**src/rtl/esc_pkg.sv**
```systemverilog
package esc_pkg;

    localparam int BYTE_W    = 8;
    localparam int LEN_W     = 3;
    localparam int MAP_W     = 5;
    localparam int RECLAIM_N = 6;

    // Opcodes reclaimed for the vendor when the map field is 1
    localparam logic [RECLAIM_N*BYTE_W-1:0] RECLAIM_OPS =
        {8'h7B, 8'h7A, 8'h25, 8'h24, 8'h0F, 8'h0E};

    localparam logic [BYTE_W-1:0] LEAD_ESC2 = 8'hC5;
    localparam logic [BYTE_W-1:0] LEAD_ESC3 = 8'hC4;
    localparam logic [BYTE_W-1:0] LEAD_ESC4 = 8'h62;
    localparam logic [BYTE_W-1:0] LEAD_BCD3 = 8'hD4;
    localparam logic [BYTE_W-1:0] LEAD_BCD2 = 8'hD5;

    typedef enum logic [2:0] {
        PK_LEGACY = 3'd0,
        PK_ESC2   = 3'd1,
        PK_ESC3   = 3'd2,
        PK_ESC4   = 3'd3,
        PK_BCD3   = 3'd4,
        PK_BCD2   = 3'd5
    } pfx_kind_e;

    typedef enum logic {
        ST_IDLE   = 1'b0,
        ST_REPORT = 1'b1
    } cls_state_e;

    typedef struct packed {
        pfx_kind_e          kind;
        logic [LEN_W-1:0]   len;
        logic               need_more;
        logic [MAP_W-1:0]   map;
        logic               vendor;
        logic               invalid;
        logic               reclaim;
    } cls_result_t;

endpackage

```
**src/rtl/esc_lead_decode.sv**
```systemverilog
module esc_lead_decode
    import esc_pkg::*;
(
    input  logic [BYTE_W-1:0] lead,
    input  logic [1:0]        next_top,
    input  logic              have_lead,
    input  logic              have_next,
    input  logic              mode_64,
    input  logic              bcd_en,
    output pfx_kind_e         kind,
    output logic [LEN_W-1:0]  len,
    output logic              pending
);

    logic             cand;
    logic             decided;
    pfx_kind_e        form;
    logic [LEN_W-1:0] form_len;

    always_comb begin
        cand     = 1'b1;
        form     = PK_LEGACY;
        form_len = '0;
        unique case (lead)
            LEAD_ESC2: begin form = PK_ESC2; form_len = LEN_W'(2); end
            LEAD_ESC3: begin form = PK_ESC3; form_len = LEN_W'(3); end
            LEAD_ESC4: begin form = PK_ESC4; form_len = LEN_W'(4); end
            LEAD_BCD3: begin
                cand     = mode_64 | bcd_en;
                form     = PK_BCD3;
                form_len = LEN_W'(3);
            end
            LEAD_BCD2: begin
                cand     = mode_64 | bcd_en;
                form     = PK_BCD2;
                form_len = LEN_W'(2);
            end
            default:   cand = 1'b0;
        endcase
        cand = cand & have_lead;

        // legacy opcodes cannot take a register operand here, so 11 marks a prefix
        decided = mode_64 | (have_next & (next_top == 2'b11));
        pending = cand & ~mode_64 & ~have_next;

        if (cand & decided) begin
            kind = form;
            len  = form_len;
        end else begin
            kind = PK_LEGACY;
            len  = '0;
        end
    end

endmodule

```
**src/rtl/esc_field_extract.sv**
```systemverilog
module esc_field_extract
    import esc_pkg::*;
#(
    parameter int WIN_BYTES = 5,
    parameter int CNT_W     = 3
) (
    input  logic [WIN_BYTES*BYTE_W-1:0] window,
    input  logic [CNT_W-1:0]            count,
    input  pfx_kind_e                   kind,
    input  logic [LEN_W-1:0]            len,
    input  logic                        pending,
    output cls_result_t                 res
);

    logic [BYTE_W-1:0]    op;
    logic [RECLAIM_N-1:0] op_hit;

    // opcode byte that follows the prefix
    always_comb begin
        op = '0;
        for (int i = 0; i < WIN_BYTES; i++) begin
            if (i == int'(len)) op = window[BYTE_W*i +: BYTE_W];
        end
    end

    genvar g;
    generate
        for (g = 0; g < RECLAIM_N; g++) begin : g_reclaim_cmp
            assign op_hit[g] = (op == RECLAIM_OPS[BYTE_W*g +: BYTE_W]);
        end
    endgenerate

    always_comb begin
        int               cnt_i;
        int               len_i;
        logic             prefix;
        logic             short_win;
        logic [MAP_W-1:0] map_raw;
        logic [BYTE_W-1:0] ext_b;
        logic             inv_raw;

        cnt_i     = int'(count);
        len_i     = int'(len);
        prefix    = (kind != PK_LEGACY);
        short_win = (cnt_i == 0) | pending | (prefix & (cnt_i < len_i));
        map_raw   = ((kind == PK_ESC2) || (kind == PK_BCD2))
                    ? MAP_W'(1) : window[BYTE_W +: MAP_W];
        ext_b     = window[3*BYTE_W +: BYTE_W];
        inv_raw   = (kind == PK_ESC4) & (|ext_b[BYTE_W-2:0]);

        res           = '0;
        res.kind      = kind;
        res.len       = len;
        res.need_more = short_win;
        if (prefix & ~short_win) begin
            res.map     = map_raw;
            res.invalid = inv_raw;
            res.vendor  = (kind == PK_ESC4) & ext_b[BYTE_W-1] & ~inv_raw;
            res.reclaim = ~inv_raw & (map_raw == MAP_W'(1))
                          & (cnt_i > len_i) & (|op_hit);
        end
    end

endmodule

```
**src/rtl/esc_prefix_classifier.sv**
```systemverilog
module esc_prefix_classifier
    import esc_pkg::*;
#(
    parameter  int WIN_BYTES = 5,
    localparam int CNT_W     = $clog2(WIN_BYTES + 1)
) (
    input  logic                        clk,
    input  logic                        rst_n,
    input  logic                        win_valid,
    input  logic [WIN_BYTES*BYTE_W-1:0] win_bytes,
    input  logic [CNT_W-1:0]            win_count,
    input  logic                        mode_64,
    input  logic                        bcd_esc_en,
    output logic                        res_valid,
    output logic [2:0]                  res_kind,
    output logic [LEN_W-1:0]            res_len,
    output logic                        res_need_more,
    output logic [MAP_W-1:0]            res_map,
    output logic                        res_vendor,
    output logic                        res_invalid,
    output logic                        res_reclaim
);

    cls_state_e       state_q, state_d;
    cls_result_t      comb_res, res_q;
    pfx_kind_e        lead_kind;
    logic [LEN_W-1:0] lead_len;
    logic             lead_pending;
    logic             have_lead, have_next;

    assign have_lead = (int'(win_count) >= 1);
    assign have_next = (int'(win_count) >= 2);

    esc_lead_decode u_lead (
        .lead      (win_bytes[BYTE_W-1:0]),
        .next_top  (win_bytes[2*BYTE_W-1 -: 2]),
        .have_lead (have_lead),
        .have_next (have_next),
        .mode_64   (mode_64),
        .bcd_en    (bcd_esc_en),
        .kind      (lead_kind),
        .len       (lead_len),
        .pending   (lead_pending)
    );

    esc_field_extract #(
        .WIN_BYTES (WIN_BYTES),
        .CNT_W     (CNT_W)
    ) u_fields (
        .window  (win_bytes),
        .count   (win_count),
        .kind    (lead_kind),
        .len     (lead_len),
        .pending (lead_pending),
        .res     (comb_res)
    );

    // state register
    always_ff @(posedge clk) begin
        if (!rst_n) state_q <= ST_IDLE;
        else        state_q <= state_d;
    end

    // transitions: IDLE->REPORT on window, REPORT->REPORT back-to-back, REPORT->IDLE on gap
    always_comb begin
        state_d = state_q;
        unique case (state_q)
            ST_IDLE:   state_d = win_valid ? ST_REPORT : ST_IDLE;
            ST_REPORT: state_d = win_valid ? ST_REPORT : ST_IDLE;
            default:   state_d = ST_IDLE;
        endcase
    end

    always_ff @(posedge clk) begin
        if (!rst_n)         res_q <= '0;
        else if (win_valid) res_q <= comb_res;
        else                res_q <= '0;
    end

    // output process
    always_comb begin
        res_valid     = (state_q == ST_REPORT);
        res_kind      = res_q.kind;
        res_len       = res_q.len;
        res_need_more = res_q.need_more;
        res_map       = res_q.map;
        res_vendor    = res_q.vendor;
        res_invalid   = res_q.invalid;
        res_reclaim   = res_q.reclaim;
    end

    AST_REPORT_AFTER_WINDOW: assert property (@(posedge clk) disable iff (!rst_n)
        win_valid |=> res_valid);
    AST_IDLE_AFTER_GAP: assert property (@(posedge clk) disable iff (!rst_n)
        !win_valid |=> (!res_valid && res_kind == 3'd0 && res_len == '0));
    AST_LEGACY_NO_LEN: assert property (@(posedge clk) disable iff (!rst_n)
        (res_valid && res_kind == 3'd0) |-> (res_len == '0 && !res_vendor && !res_reclaim));
    AST_BCD_NEEDS_PERMIT: assert property (@(posedge clk) disable iff (!rst_n)
        (res_valid && (res_kind == 3'd4 || res_kind == 3'd5)) |-> $past(mode_64 || bcd_esc_en));
    AST_INVALID_NO_VENDOR: assert property (@(posedge clk) disable iff (!rst_n)
        res_invalid |-> (!res_vendor && !res_reclaim && res_kind == 3'd3));
    AST_RECLAIM_MAP_ONE: assert property (@(posedge clk) disable iff (!rst_n)
        res_reclaim |-> (res_map == MAP_W'(1) && res_kind != 3'd0));
    AST_SHORT_NO_FIELDS: assert property (@(posedge clk) disable iff (!rst_n)
        res_need_more |-> (res_map == '0 && !res_vendor && !res_invalid && !res_reclaim));

endmodule

```
**config.mk**
```make
export PLATFORM = sky130hd
export DESIGN_NAME = esc_prefix_classifier
export DESIGN_NICKNAME = d
export VERILOG_FILES = /design/src/rtl/esc_pkg.sv /design/src/rtl/esc_lead_decode.sv /design/src/rtl/esc_field_extract.sv /design/src/rtl/esc_prefix_classifier.sv
export SDC_FILE = /design/constraint.sdc
export NUM_CORES = 1
export LEC_CHECK = 0
export BUFFER_PORTS_ARGS = -buffer_cell sky130_fd_sc_hd__buf_4
export CORE_MARGIN = 4
export CORE_UTILIZATION = 45
export CTS_CLUSTER_SIZE = 16
export DETAILED_ROUTE_END_ITERATION = 10
export PLACE_DENSITY = 0.79
export RECOVER_POWER = 25
export SLEW_MARGIN = 20
export SYNTH_ARGS = -nofsm -noshare
export SYNTH_HDL_FRONTEND = slang
export SYNTH_HIERARCHICAL = 1
export SYNTH_SLANG_ARGS = --single-unit
```
**constraint.sdc**
```tcl
create_clock -name clk -period 4.3 [get_ports clk]
set_input_delay 1.29 -clock clk [delete_from_list [all_inputs] [get_ports clk]]
set_output_delay 1.29 -clock clk [all_outputs]
set_load 0.005 [all_outputs]
```
# Yosys cells after proc, flatten, opt, wreduce, memory -nomap -nowiden

Index checks and enable logic that the tools add are counted.

Flip-flop bits (word level): 16
Input port bits: 48
Output and inout bits: 16
Word-level logic and storage cells: 77

Order comparisons: 4
Equal/unequal tests: 20
Mux-type cells: 12
Bitwise logic cells: 21
Reductions and logical operators: 12

Operators by type and width:

| operator           | count |
|---|---|
| $mux 8             | 5 |
| $eq 8x8->1 const B | 4 |
| $eq 8x7->1 const B | 3 |
| $eq 8x4->1 const B | 2 |
| $eq 8x6->1 const B | 2 |
| $pmux 3 s5         | 1 |
| $and 1x1->1        | 13 |
| $eq 3x3->1 const A | 3 |
| $pmux 3 s3         | 1 |
| $reduce_or 7->1    | 1 |
| $logic_not 3->1    | 2 |
| $mux 3             | 2 |
| $reduce_or 2->1    | 3 |
| $reduce_or 6->1    | 1 |
| $eq 5x1->1 const B | 1 |
| $mux 5             | 1 |
| $not 1->1          | 4 |
| $or 1x1->1         | 4 |
| $eq 2x3->1 const A | 1 |
| $eq 3x1->1 const B | 1 |
| $eq 3x2->1 const B | 1 |
| $eq 3x3->1 const B | 1 |
| $ge 3x1->1 const B | 1 |
| $ge 3x2->1 const B | 1 |
| 10 further kinds   | 10 |

# Depth between registers and ports, before layout

Word-level depth: 15
Mapped depth: 14
Gate-level depth less buffers: 13

# Modules after synthesis

The synthesis kept the hierarchy.

Modules (own cells, without submodules):

| module                | times used | cells each | area each (um^2) | sequential area each (um^2) |
|---|---|---|---|---|
| esc_field_extract     | 1          | 92         | 644.4            | 0.0 |
| esc_prefix_classifier | 1          | 36         | 460.4            | 320.3 |
| esc_lead_decode       | 1          | 20         | 138.9            | 0.0 |

# Worst setup path after synthesis

OpenSTA, ideal clock, no wires.

Path kind: input-to-reg
Start point: input port win_count[2]
End point: register res_q (netlist bit res_reclaim)
Library setup time: 0.059 ns
Arrival time: 3.683 ns
Data required time: 4.241 ns
Path slack: 0.559 ns
Stages on the path: 13
Path buffers: 2
Cell sequence: or2_2 -> and3_1 -> o21ai_1 -> nor3_1 -> buf_6 -> buf_8 -> nand3_2 -> o21ai_1 -> a221oi_1 -> nand2_1 -> or4b_1 -> a31oi_1 -> and3_2

Cells in the longest elaborated chain, start to end: 14
Elaborated cells on any way between the ends: 49
Classes of those cells: order compare (4); eq/ne (14); mux (8); bitwise (17); reduce/logical (6)

Ends and longest elaborated chain:

| item                                     | RTL line                    | RTL |
|---|---|---|
| start, declared                          | esc_prefix_classifier.sv:11 | `input logic [CNT_W-1:0] win_count,` |
| $ge 3x2->1                               | esc_prefix_classifier.sv:32 | `assign have_next = (int'(win_count) >= 2);` |
| $and 1x1->1                              | esc_lead_decode.sv:43       | `decided = mode_64 \| (have_next & (next_top == 2'b11));` |
| $or 1x1->1                               | esc_lead_decode.sv:43       |  |
| $and 1x1->1 *                            | esc_lead_decode.sv:46       | `if (cand & decided) begin` |
| $mux 3 *                                 | esc_lead_decode.sv:46       |  |
| net lead_len[0]                          | esc_prefix_classifier.sv:27 | `logic [LEN_W-1:0] lead_len;` |
| $logic_not 3->1                          | esc_field_extract.sv:22     | `if (i == int'(len)) op = window[BYTE_W*i +: BYTE_W];` |
| $mux 8 (5 in series)                     | esc_field_extract.sv:22     |  |
| $eq 8x4->1, or another cell as far along | esc_field_extract.sv:29     | `assign op_hit[g] = (op == RECLAIM_OPS[BYTE_W*g +: BYTE_W]);` |
| $reduce_or 6->1                          | esc_field_extract.sv:60     | `& (cnt_i > len_i) & (\|op_hit);` |
| $and 1x1->1                              | esc_field_extract.sv:60     |  |
| end signal, assigned                     | esc_prefix_classifier.sv:76 | `else if (win_valid) res_q <= comb_res;` |
| end, declared                            | esc_prefix_classifier.sv:25 | `cls_result_t comb_res, res_q;` |

The timed path passes the listed nets; every way through them passes the cells marked *.
A chain may end at the register's enable or synchronous reset.

# Worst setup path in the final report

Start point: input port win_count[2]
End point: register res_q (netlist bit res_reclaim)

Cells in the longest elaborated chain, start to end: 14
Elaborated cells on any way between the ends: 49
Classes of those cells: order compare (4); eq/ne (14); mux (8); bitwise (17); reduce/logical (6)

Ends and longest elaborated chain:

| item                                     | RTL line                    | RTL |
|---|---|---|
| $ge 3x2->1 *                             | esc_prefix_classifier.sv:32 |  |
| net have_next                            | esc_prefix_classifier.sv:29 | `logic have_lead, have_next;` |
| $and 1x1->1 *                            | esc_lead_decode.sv:43       |  |
| $or 1x1->1 *                             | esc_lead_decode.sv:43       |  |
| $and 1x1->1 *                            | esc_lead_decode.sv:46       |  |
| $mux 3 *                                 | esc_lead_decode.sv:46       |  |
| net lead_len[2]                          | esc_prefix_classifier.sv:27 |  |
| $logic_not 3->1                          | esc_field_extract.sv:22     |  |
| $mux 8 (5 in series)                     | esc_field_extract.sv:22     |  |
| $eq 8x4->1, or another cell as far along | esc_field_extract.sv:29     |  |
| $reduce_or 6->1                          | esc_field_extract.sv:60     |  |
| $and 1x1->1                              | esc_field_extract.sv:60     |  |

Marks and branches as above.

==> out/results.md <==
| Metric | Value |
|---|---|
| Run status | finished clean |
| Leakage power | 0.779 nW |
| Clock root buffer master | clkbuf_4 |
| Synth-to-Final Area Change | 37.4% |
| Worst relative slew slack | 60.9% |
| Synthesis Warnings | 6 |
| Count of standard-cell rows | 18 |
| Antenna viol nets, final | 0 |
| Die Y-Extent | 60.6 um |
| Final TNS setup | 0 ns |
| Critical path buffer and inverter count | 3 |
| Maximum fanout along the worst path | 5 |
| Die X-Extent | 60.6 um |
| Core Util, Final | 67.2% |
| Fin nets | 260 |
| Post-synthesis cell area | 1240 sq um |
| CTS HTree Levels | 1 |
| CP Class | input port to register |
| Async S/R FF share, synth | 0% |
| Count of antenna diodes in the layout | 0 |
| Maximum single-stage delay on the critical path | 0.44 ns |
| Post-cts sizing count | 0 |
| Final wirelength | 3580 um |
| Clock sinks | 16 |
| Post-Synthesis Cells | 148 |
| Count of port buffers added during placement | 61 |
| Clock-pin slew reported for the worst setup and hold paths after clock tree synthesis | 0.09 ns |
| Maximum resistive drop on vdd | 0.179 mV |
| Buffer count from post-CTS setup fixing | 0 |
| Final hold violations | 0 |
| Number of maximum-capacitance violations | 0 |
| DPL Wire Length | 3010 um |
| Most used flip-flop cell after synthesis | dfxtp_1 |
| First-pass GRT wire length | 5610 um |
| Floorplan die area | 3670 sq um |
| Placer congestion estimate | 0.889 |
| Type of the tightest min-delay check | input port to register |
| Maximum number of pins on one net before global-route repair | 17 |
| Area of the core | 2540 sq um |
| RSZ-0062 raised after global routing | false |
| Via Count | 1,321 |
| Via density per instance | 5.55 |
| Number of library cell types mapped by synthesis | 47 |
| Fraction of the yosys area taken by sequential cells | 25.8% |
| Data arrival time of the worst path | 3.97 ns |
| Share of final-layout standard cells stronger than drive strength 1 | 43.3% |
| Mean area per synthesized cell | 8.40 sq um |
| Post-placement worst setup slack | 0.312 ns |
| Worst Hold Slack | 1.33 ns |
| Top delay family on crit path | simple AND/OR/NAND/NOR gates |
| DP Area | 1680 sq um |
| Start point of the worst min-delay path | win_valid |
| CTS Hold Buffers Added | 0 |
| Number of synthesized register bits | 16 |
| Post-synth net total | 199 |
| Setup violators final | 0 |
| Fmax | 267 MHz |
| Power density over cell area | 185 nW/um^2 |
| TritonCTS buffer count | 3 |
| Number of cells on the worst hold path | 2 |
| Router iterations before antenna repair | 4 |
| Initial antenna violation count | 0 |
| CP max stage cell | or4b_1 |
| Overall fraction of global-route tracks in use | 20.3% |
| Required time worst endpoint | 4.53 ns |
| Critical Path Sink Type | register |
| Final routed wire length divided by cell count | 15.1 um |
| Hold-critical path endpoint | res_valid |
| Post-route fraction of the period consumed by the critical path | 87.1% |
| Max-slew violation total from the final report | 0 |
| Initial cell density of the core | 48.9% |
| Critical path's most frequent cell | buf_4 |
| Number of top-level pins | 64 |
| TritonCTS clock tree | done |
| Smallest setup slack after layout | 0.556 ns |
| Buffer levels on the longest clock path | 2 |
| Crit path time final | 3.74 ns |
| Via count of the first global-routing pass | 1,283 |
| Number of enable flip-flop cells after synthesis | 0 |
| Least-Margin Pin Slew | 0.584 ns |
| CP Cell Sequence | buf_4, or2_2, and3_1, o21ai_1, buf_4, nor2_1, or2_1, buf_4, o22ai_1, a21oi_1, nor2_1, or4b_1, a31oi_1, and3_2 |
| Cell area after layout | 1710 sq um |
| DRT iter0 DRCs | 42 |
| Residual DRC count | 0 |
| Category of the worst setup path launch point | input port |
| Overflow after GRT | 0 |
per-stage QoR:
step | instances | power, mW
final | 238 | 0.316
after floorplan | 148 | 0.179
after CTS | 238 | 0.317
after global routing | 238 | 0.331
after global placement | 234 | 0.224
after detailed placement | 234 | 0.226
registers in the layout, indices dropped and copies added (netlist names):
| signal | flops |
|---|---|
| res_map | 5 |
| res_kind | 3 |
| res_len | 3 |
| res_invalid | 1 |
| res_need_more | 1 |
| res_reclaim | 1 |
| res_valid | 1 |
| res_vendor | 1 |
cell families (layout without fill, tap and decap cells):
logic type	count (synthesis)	in the layout	synth area share (%)
simple gates	69	69	34.2
compound gates	29	29	16.2
fa+ha+maj	3	3	3.02
buf+inv	21	81	11.8
mux	10	10	9.05
flops	16	16	25.8
layer usage:
layer | share of wire (%) | vias up | GRT usage, %
li1 | - | 661 | -
met4 | 2.0 | 0 | 7.12
met3 | 8.3 | 10 | 3.19
met2 | 47 | 68 | 35.1
met1 | 43 | 582 | 25.4
met5 | 0 | - | 0
where the power goes:
part,internal (mW),switching (mW),total [mW],leakage (nW)
Clock,0.0515,0.0420,0.0935,0.0210
Sequential,0.149,0.000191,0.149,0.129
Combinational,0.0420,0.0317,0.0737,0.629
Total,0.242,0.0739,0.316,0.779
synthesized netlist by cell type, drive strengths merged (2+ instances only):
library cell | count | share of area, %
a21oi | 5 | 2.0
a221oi | 2 | 1.4
a31oi | 3 | 2.0
and2 | 5 | 2.6
and3 | 16 | 8.7
buf | 12 | 9.1
dfxtp | 16 | 26
ha | 3 | 3.0
inv | 8 | 2.4
mux2i | 9 | 7.2
nand2 | 10 | 3.0
nand2b | 2 | 1.0
nand3 | 3 | 2.0
nand4 | 3 | 1.5
nor2 | 10 | 3.0
nor3 | 6 | 2.4
o21ai | 7 | 2.8
o22ai | 4 | 2.0
o32ai | 2 | 1.4
or2 | 3 | 1.5
or4b | 2 | 1.6
worst max path at each step:
stage / startpoint / to / slack (ns) / cells past startpoint
2_1_floorplan: win_count[2] / res_reclaim / 0.56 / 13
3_3_place_gp: win_bytes[5] / res_map[4] / 0.35 / 12
3_5_place_dp: win_count[2] / res_reclaim / 0.31 / 14
4_1_cts: win_count[2] / res_reclaim / 0.60 / 14
5_1_grt: win_bytes[5] / res_map[4] / 0.34 / 12
6_report: win_count[2] / res_reclaim / 0.56 / 14
layout by cell type (no fill, tap or decap), drive strengths merged, types with 5 or more instances in the layout:
cell / Yosys / routed
and3: 16 / 16
nor2: 10 / 10
nand2: 10 / 10
buf: 12 / 60
o21ai: 7 / 7
dfxtp: 16 / 16
clkbuf: 0 / 12
a21oi: 5 / 5
and2: 5 / 5
inv: 8 / 8
nor3: 6 / 6
mux2i: 9 / 9
area by class of cell:
type | count | area [sq um]
inverters | 9 | 33.8
clock buffers | 4 | 36.3
flip-flops and latches | 16 | 320
well taps | 30 | 37.5
repair buffers | 68 | 499
multi-input cells | 111 | 782
fillers | 212 | 836
Power figures use the tool's default switching activity.
